==> config.mk <==
export PLATFORM = sky130hd
export DESIGN_NAME = uart_status_front
export DESIGN_NICKNAME = d
export VERILOG_FILES = /design/src/rtl/uart_sfr_pkg.sv /design/src/rtl/sfr_bus_decode.sv /design/src/rtl/sfr_flag_cell.sv /design/src/rtl/sfr_data_path.sv /design/src/rtl/uart_status_front.sv
export SDC_FILE = /design/constraint.sdc
export NUM_CORES = 1
export LEC_CHECK = 0
export BUFFER_PORTS_ARGS = -buffer_cell sky130_fd_sc_hd__buf_2
export CAP_MARGIN = 20
export CORE_ASPECT_RATIO = 1.75
export CORE_MARGIN = 2
export CORE_UTILIZATION = 43
export DETAILED_ROUTE_END_ITERATION = 16
export MAX_ROUTING_LAYER = met4
export PLACE_DENSITY = 0.84
export REMOVE_ABC_BUFFERS = 1
export SYNTH_ARGS = -nofsm -noshare
export SYNTH_HDL_FRONTEND = slang
export SYNTH_SLANG_ARGS = --single-unit
==> constraint.sdc <==
create_clock -name clk -period 1.2 [get_ports clk]
set_input_delay 0.12 -clock clk [delete_from_list [all_inputs] [get_ports clk]]
set_output_delay 0.12 -clock clk [all_outputs]
set_load 0.005 [all_outputs]
==> src/rtl/uart_sfr_pkg.sv <==
package uart_sfr_pkg;
  localparam int FLAG_N = 9;
  localparam int F_RDRF = 6;
  localparam int F_TC   = 7;
  localparam int F_TDRE = 8;

  typedef enum logic [1:0] {
    CLR_NONE,
    CLR_ON_DREAD,
    CLR_ON_DWRITE
  } clr_kind_e;

  function automatic clr_kind_e kind_of(int idx);
    if (idx == F_TDRE) return CLR_NONE;
    if (idx == F_TC) return CLR_ON_DWRITE;
    return CLR_ON_DREAD;
  endfunction

  function automatic logic reset_of(int idx);
    return (idx == F_TDRE) || (idx == F_TC);
  endfunction
endpackage

==> src/rtl/sfr_bus_decode.sv <==
module sfr_bus_decode #(
  parameter int ADDR_W = 4,
  parameter logic [ADDR_W-1:0] BASE = '0
) (
  input  logic [ADDR_W-1:0] bus_addr,
  input  logic              bus_rd,
  input  logic              bus_wr,
  input  logic [3:0]        bus_be,
  output logic              rd_hit,
  output logic              stat_rd,
  output logic              dread,
  output logic              dwrite
);
  logic hit;
  logic rd_only;
  logic wr_only;

  assign hit     = (bus_addr == BASE);
  assign rd_only = bus_rd & ~bus_wr;
  assign wr_only = bus_wr & ~bus_rd;
  assign rd_hit  = hit & rd_only;
  // either status lane counts as a status read
  assign stat_rd = rd_hit & (bus_be[3] | bus_be[2]);
  // only the low data lane takes part in clearing
  assign dread   = rd_hit & bus_be[0];
  assign dwrite  = hit & wr_only & bus_be[0];
endmodule

==> src/rtl/sfr_flag_cell.sv <==
module sfr_flag_cell #(
  parameter uart_sfr_pkg::clr_kind_e KIND = uart_sfr_pkg::CLR_ON_DREAD,
  parameter logic RST_VAL = 1'b0
) (
  input  logic clk,
  input  logic rst_n,
  input  logic hw_set,
  input  logic hw_clr,
  input  logic stat_rd,
  input  logic dread,
  input  logic dwrite,
  output logic flag_q
);
  logic arm_q;
  logic bus_acc;
  logic arm_eff;
  logic bus_clear;

  generate
    if (KIND == uart_sfr_pkg::CLR_ON_DREAD) begin : g_rd
      assign bus_acc = dread;
    end else if (KIND == uart_sfr_pkg::CLR_ON_DWRITE) begin : g_wr
      assign bus_acc = dwrite;
    end else begin : g_none
      assign bus_acc = 1'b0;
    end
  endgenerate

  // a status read in the same cycle as the data access also counts as arming
  assign arm_eff   = arm_q | (stat_rd & flag_q);
  assign bus_clear = bus_acc & arm_eff & ~hw_set;

  always_ff @(posedge clk) begin
    if (!rst_n) begin
      flag_q <= RST_VAL;
      arm_q  <= 1'b0;
    end else begin
      if (hw_set)                     flag_q <= 1'b1;
      else if (bus_clear || hw_clr)   flag_q <= 1'b0;

      if (hw_set || bus_clear || hw_clr) arm_q <= 1'b0;
      else if (stat_rd)                  arm_q <= flag_q;
    end
  end

  // a set pulse always leaves the flag high
  a_r10_set_wins: assert property (@(posedge clk) disable iff (!rst_n)
    hw_set |=> flag_q);

  // an armed flag is always a set flag
  a_r7_arm_within_flag: assert property (@(posedge clk) disable iff (!rst_n)
    arm_q |-> flag_q);

  // a flag falls only by hardware clear or an armed matching access
  a_r3_fall_needs_arm: assert property (@(posedge clk) disable iff (!rst_n)
    ($past(flag_q) && !flag_q) |->
      ($past(hw_clr) || ($past(bus_acc) && ($past(arm_q) || $past(stat_rd)))));
endmodule

==> src/rtl/sfr_data_path.sv <==
module sfr_data_path #(
  parameter int DATA_W = 8
) (
  input  logic              clk,
  input  logic              rst_n,
  input  logic              rx_valid,
  input  logic [DATA_W-1:0] rx_data,
  input  logic              dwrite,
  input  logic [DATA_W-1:0] wr_byte,
  output logic [DATA_W-1:0] data_q,
  output logic              tx_valid,
  output logic [DATA_W-1:0] tx_data
);
  always_ff @(posedge clk) begin
    if (!rst_n) begin
      data_q   <= '0;
      tx_valid <= 1'b0;
      tx_data  <= '0;
    end else begin
      if (rx_valid) data_q <= rx_data;
      tx_valid <= dwrite;
      if (dwrite) tx_data <= wr_byte;
    end
  end
endmodule

==> src/rtl/uart_status_front.sv <==
module uart_status_front #(
  parameter int ADDR_W = 4,
  parameter logic [ADDR_W-1:0] BASE = 4'h6,
  parameter int DATA_W = 8
) (
  input  logic              clk,
  input  logic              rst_n,
  input  logic [ADDR_W-1:0] bus_addr,
  input  logic              bus_rd,
  input  logic              bus_wr,
  input  logic [3:0]        bus_be,
  input  logic [31:0]       bus_wdata,
  output logic [31:0]       bus_rdata,
  input  logic              rx_valid,
  input  logic [DATA_W-1:0] rx_data,
  input  logic [5:0]        rx_evt_set,
  input  logic              tx_empty_set,
  input  logic              tx_empty_clr,
  input  logic              tx_done_set,
  output logic              tx_valid,
  output logic [DATA_W-1:0] tx_data
);
  import uart_sfr_pkg::*;

  localparam int PAD_W = 16 - DATA_W;

  logic              rd_hit;
  logic              stat_rd;
  logic              dread;
  logic              dwrite;
  logic [FLAG_N-1:0] flags;
  logic [FLAG_N-1:0] set_vec;
  logic [FLAG_N-1:0] clr_vec;
  logic [DATA_W-1:0] data_q;
  logic [31:0]       word;
  logic              unused_wdata;

  assign unused_wdata = ^bus_wdata[31:DATA_W];

  sfr_bus_decode #(.ADDR_W(ADDR_W), .BASE(BASE)) u_dec (
    .bus_addr(bus_addr), .bus_rd(bus_rd), .bus_wr(bus_wr), .bus_be(bus_be),
    .rd_hit(rd_hit), .stat_rd(stat_rd), .dread(dread), .dwrite(dwrite)
  );

  assign set_vec = {tx_empty_set, tx_done_set, rx_valid, rx_evt_set};
  assign clr_vec = {tx_empty_clr, {(FLAG_N-1){1'b0}}};

  generate
    for (genvar i = 0; i < FLAG_N; i++) begin : g_flag
      sfr_flag_cell #(.KIND(kind_of(i)), .RST_VAL(reset_of(i))) u_cell (
        .clk(clk), .rst_n(rst_n),
        .hw_set(set_vec[i]), .hw_clr(clr_vec[i]),
        .stat_rd(stat_rd), .dread(dread), .dwrite(dwrite),
        .flag_q(flags[i])
      );
    end
  endgenerate

  sfr_data_path #(.DATA_W(DATA_W)) u_data (
    .clk(clk), .rst_n(rst_n),
    .rx_valid(rx_valid), .rx_data(rx_data),
    .dwrite(dwrite), .wr_byte(bus_wdata[DATA_W-1:0]),
    .data_q(data_q), .tx_valid(tx_valid), .tx_data(tx_data)
  );

  assign word = {{(16-FLAG_N){1'b0}}, flags, {PAD_W{1'b0}}, data_q};

  generate
    for (genvar k = 0; k < 4; k++) begin : g_lane
      assign bus_rdata[8*k +: 8] = (rd_hit && bus_be[k]) ? word[8*k +: 8] : 8'h00;
    end
  endgenerate

  // a write without the low data lane leaves every flag as it was
  a_r8_status_write_inert: assert property (@(posedge clk) disable iff (!rst_n)
    (bus_wr && !bus_rd && bus_addr == BASE && !bus_be[0] &&
     set_vec == '0 && !tx_empty_clr) |=> $stable(flags));

  // the transmit strobe follows a matching low-lane write
  a_r12_tx_after_write: assert property (@(posedge clk) disable iff (!rst_n)
    tx_valid |-> $past(bus_wr && !bus_rd && bus_addr == BASE && bus_be[0]));

  // no matching read, no read data
  a_r13_quiet_bus: assert property (@(posedge clk) disable iff (!rst_n)
    !(bus_rd && !bus_wr && bus_addr == BASE) |-> (bus_rdata == 32'h0));
endmodule

==> results.py <==
metrics = {
    "worst_hold_path": {
        "min_path_cells": 2,
        "hold_start": "rx_evt_set[4]",
        "hp-class": "input port to flip-flop",
        "min_to": "g_flag[4].u_cell.arm_q$_SDFFE_PP0N_",
    },
    "timing": {
        "timing.fmax_ghz": 0.874,
        "finalHoldViolCount": 0,
        "fin_crit_ns": 1.14,
        "hold_ws_ns": 0.00561,
        "skew_ns": 0.00503,
        "setup_slack_ns": 0.0556,
        "rsz0062_at_grt": "true",
        "period_share_pct": 95.4,
        "setup_viol": 0,
        "slew_viol_final": 0,
        "fin_tns_setup_ns": 0,
    },
    "setup_path": {
        "cp_top_family": "simple AND/OR/NAND/NOR gates",
        "arrival_ns": 1.02,
        "worstReg2RegEnd": "g_flag[7].u_cell.arm_q$_SDFFE_PP0N_",
        "cp_slowest_cell": "nand3b_1",
        "crit_path_max_incr_delay_ns": 0.28,
        "cp.required_ns": 1.08,
        "rrSetupSlack_ns": 0.31,
        "cp-end-kind": "output pin",
        "critPathKind": "input port to output pin",
        "reg2reg_from": "g_flag[7].u_cell.flag_q$_SDFFE_PP1P_",
        "startpoint_type": "input port",
        "worst-path-max-fanout": 8,
        "cp_common_cell": "buf_2",
        "crit_chain": "buf_2 -> nand3b_1 -> nor2_4 -> buf_6 -> and2_4 -> buf_2",
        "critPathBufInv": 3,
        "worst-r2r-cell-count": 2,
    },
    "global_routing": {
        "met2_usage_pct": 36.8,
        "grt_usage_pct": 21.0,
        "antenna_found_initial": 0,
        "grt.busiest_layer": "met2",
        "grt_pass1_vias": 1623,
        "grtUsageMet3_pct": 4.64,
        "grt_pass1_wl_mm": 6.94,
        "globalRouteOverflowTotal": 0,
        "met1_usage_pct": 20.3,
        "grt_max_degree": 15,
    },
    "drt": {
        "drt_iter0_markers": 43,
        "wl_mm": 4.28,
        "drc": 0,
        "wl_per_cell_um": 13.2,
        "viasPerCell": 5.16,
        "drt.antenna.violating_nets": 0,
        "first_pass_iters": 4,
        "num_vias": 1678,
    },
    "placement": {
        "place_ws_ns": -0.0641,
        "port_buffers": 62,
        "place_hpwl_mm": 3.21,
        "placed_area_um2": 2070,
        "routabilityCongestion": 0.851,
    },
    "synthesis": {
        "syn_inst": 193,
        "yosys_warnings": 0,
        "syn_area_um2": 1690,
        "ys_ff_latch": 34,
        "synthDistinctLibCells": 33,
        "synth_area_per_cell_um2": 8.76,
        "synth-seq-area-share_pct": 40.3,
        "synth_top_area_share_pct": 40.3,
        "synth.area.top_cells": "dfxtp_1 40%, buf_4 7.5%, o31ai_1 6.7%",
        "yosysTopAreaCell": "dfxtp_1",
    },
    "power_and_ir_drop": {
        "power_frac_seq_pct": 50.3,
        "p_switching_uw": 589,
        "cell_internal_pwr_uw": 1760,
        "p_leak_uw": 0.00105,
        "p_per_area_nw_per_um2": 1050,
        "pwr-share-clk_pct": 37.2,
        "power_frac_comb_pct": 12.5,
        "total_power_uw": 2350,
        "max-vdd-ir-drop_mv": 0.682,
        "switching_share_pct": 25.0,
    },
    "outcome": {
        "status": "finished clean",
    },
    "finish": {
        "final_common_cell": "buf_2",
        "design_area_um2": 2250,
        "final_layout_size_suffix_gt1_share_pct": 37.2,
        "diodes": 0,
        "final_cell_mix": "63 x buf_2, 34 x dfxtp_1, 25 x buf_4",
        "num-nets-final": 338,
        "area_growth_pct": 33.2,
    },
    "floorplan": {
        "core_area_um2": 3830,
        "die_area_um2": 4470,
        "rows": 30,
        "ios": 103,
        "start_util_pct": 44.2,
        "die_h_um": 86.9,
        "die_w_um": 51.4,
    },
    "clocking": {
        "cts_root_buf": "clkbuf_8",
        "cts.path.max_buffers": 2,
        "clk_latency_ns": 0.29,
        "clock-sinks": 34,
        "cts_buffers": 5,
        "clk_pin_slew_worst_paths_ns": 0.07,
        "htreeDepth": 2,
        "cts_tree": "done",
    },
    "run": {
        "max-cap-violations": 0,
    },
}
-- routing by layer --
layer  vias up  share of wire [%]
met5         -                  0
met4         0                3.2
met3        12                5.2
met2        64                 54
met1       780                 37
li1        822                  -
-- power by group through the flow --
| stage | logic (uW) | registers, uW | clock network (uW) |
|---|---|---|---|
| 2_1_floorplan | 116 | 1200 | 0 |
| 3_3_place_gp | 265 | 1210 | 0 |
| 3_5_place_dp | 272 | 1210 | 0 |
| 4_1_cts | 288 | 1180 | 903 |
| 5_1_grt | 326 | 1190 | 959 |
| 6_report | 293 | 1180 | 876 |
-- final cells by class --
cell class,count,area (um2)
clock inverter,1,5.00
sequential,34,681
fill,376,1580
multi-input combinational,135,852
timing repair buffer,91,534
tap,48,60.1
inverter,9,33.8
clock buffer,7,86.3
-- cells by family (layout without fill, tap and decap cells) --
logic type,count (synthesis),count (layout),synth area share (%)
and+or+nand+nor,63,63,21.7
muxes,8,8,4.74
other,1,15,0.222
DFF,34,34,40.3
AOI/OAI and AO/OA,49,49,18.8
buffers and inverters,38,108,14.3
-- what timing repair did --
| item | 4_1_cts | 5_1_grt |
|---|---|---|
| setup buffers | 2 | 3 |
| pin swaps | 0 | 1 |
| gates cloned | 1 | 0 |
| gates resized for setup | 4 | 4 |
| hold buffers | 2 | 0 |
| endpoints found under the setup margin | 16 | 17 |
| hold endpoints to repair | 2 | 0 |
-- worst max-delay path by stage --
stage	start	endpoint	slack (ns)	depth (start not counted)
3_3_place_gp	bus_addr[3]	bus_rdata[23]	-0.03	5
3_5_place_dp	bus_addr[3]	bus_rdata[19]	-0.06	5
2_1_floorplan	bus_addr[3]	g_flag[1].u_cell.arm_q$_SDFFE_PP0N_	-0.34	3
5_1_grt	bus_wr	bus_rdata[5]	-0.04	6
6_report	bus_wr	bus_rdata[6]	0.06	6
4_1_cts	bus_addr[3]	bus_rdata[0]	0.00004	7
-- worst register-to-register path, delay by kind of cell, from the launching register on --
kind / cells / cell delay [ns]
AO/OA/AOI/OAI: 1 / 0.34
AND/OR/NAND/NOR: 1 / 0.09
flip-flops: 1 / 0.37
-- cell usage after synthesis (all sizes together) --
cell type	count
nor3	9
a211o	2
nand3	9
o31ai	15
inv	8
a211oi	7
nor2b	1
and3	1
dfxtp	34
conb	1
nand4	8
nand3b	2
nand2	1
nand4bb	1
and2	16
clkbuf	2
a2111oi	1
buf	27
and3b	1
clkinv	1
and4bb	1
or2	1
o21ai	9
nor2	11
mux2i	8
a21oi	15
nand2b	1
-- metrics by stage --
stage,cells,util [%]
2_1_floorplan,178,-
3_3_place_gp,310,54.1
3_5_place_dp,310,54.1
4_1_cts,323,58.1
5_1_grt,325,58.8
6_report,325,58.8
-- sequential cells by signal, indices dropped and copies added, names as in the netlist --
name	cells
g_flag.u_cell.flag_q	9
g_flag.u_cell.arm_q	8
u_data.data_q	8
u_data.tx_data	8
u_data.tx_valid	1
Note: power is estimated with default switching activity, not from simulation.
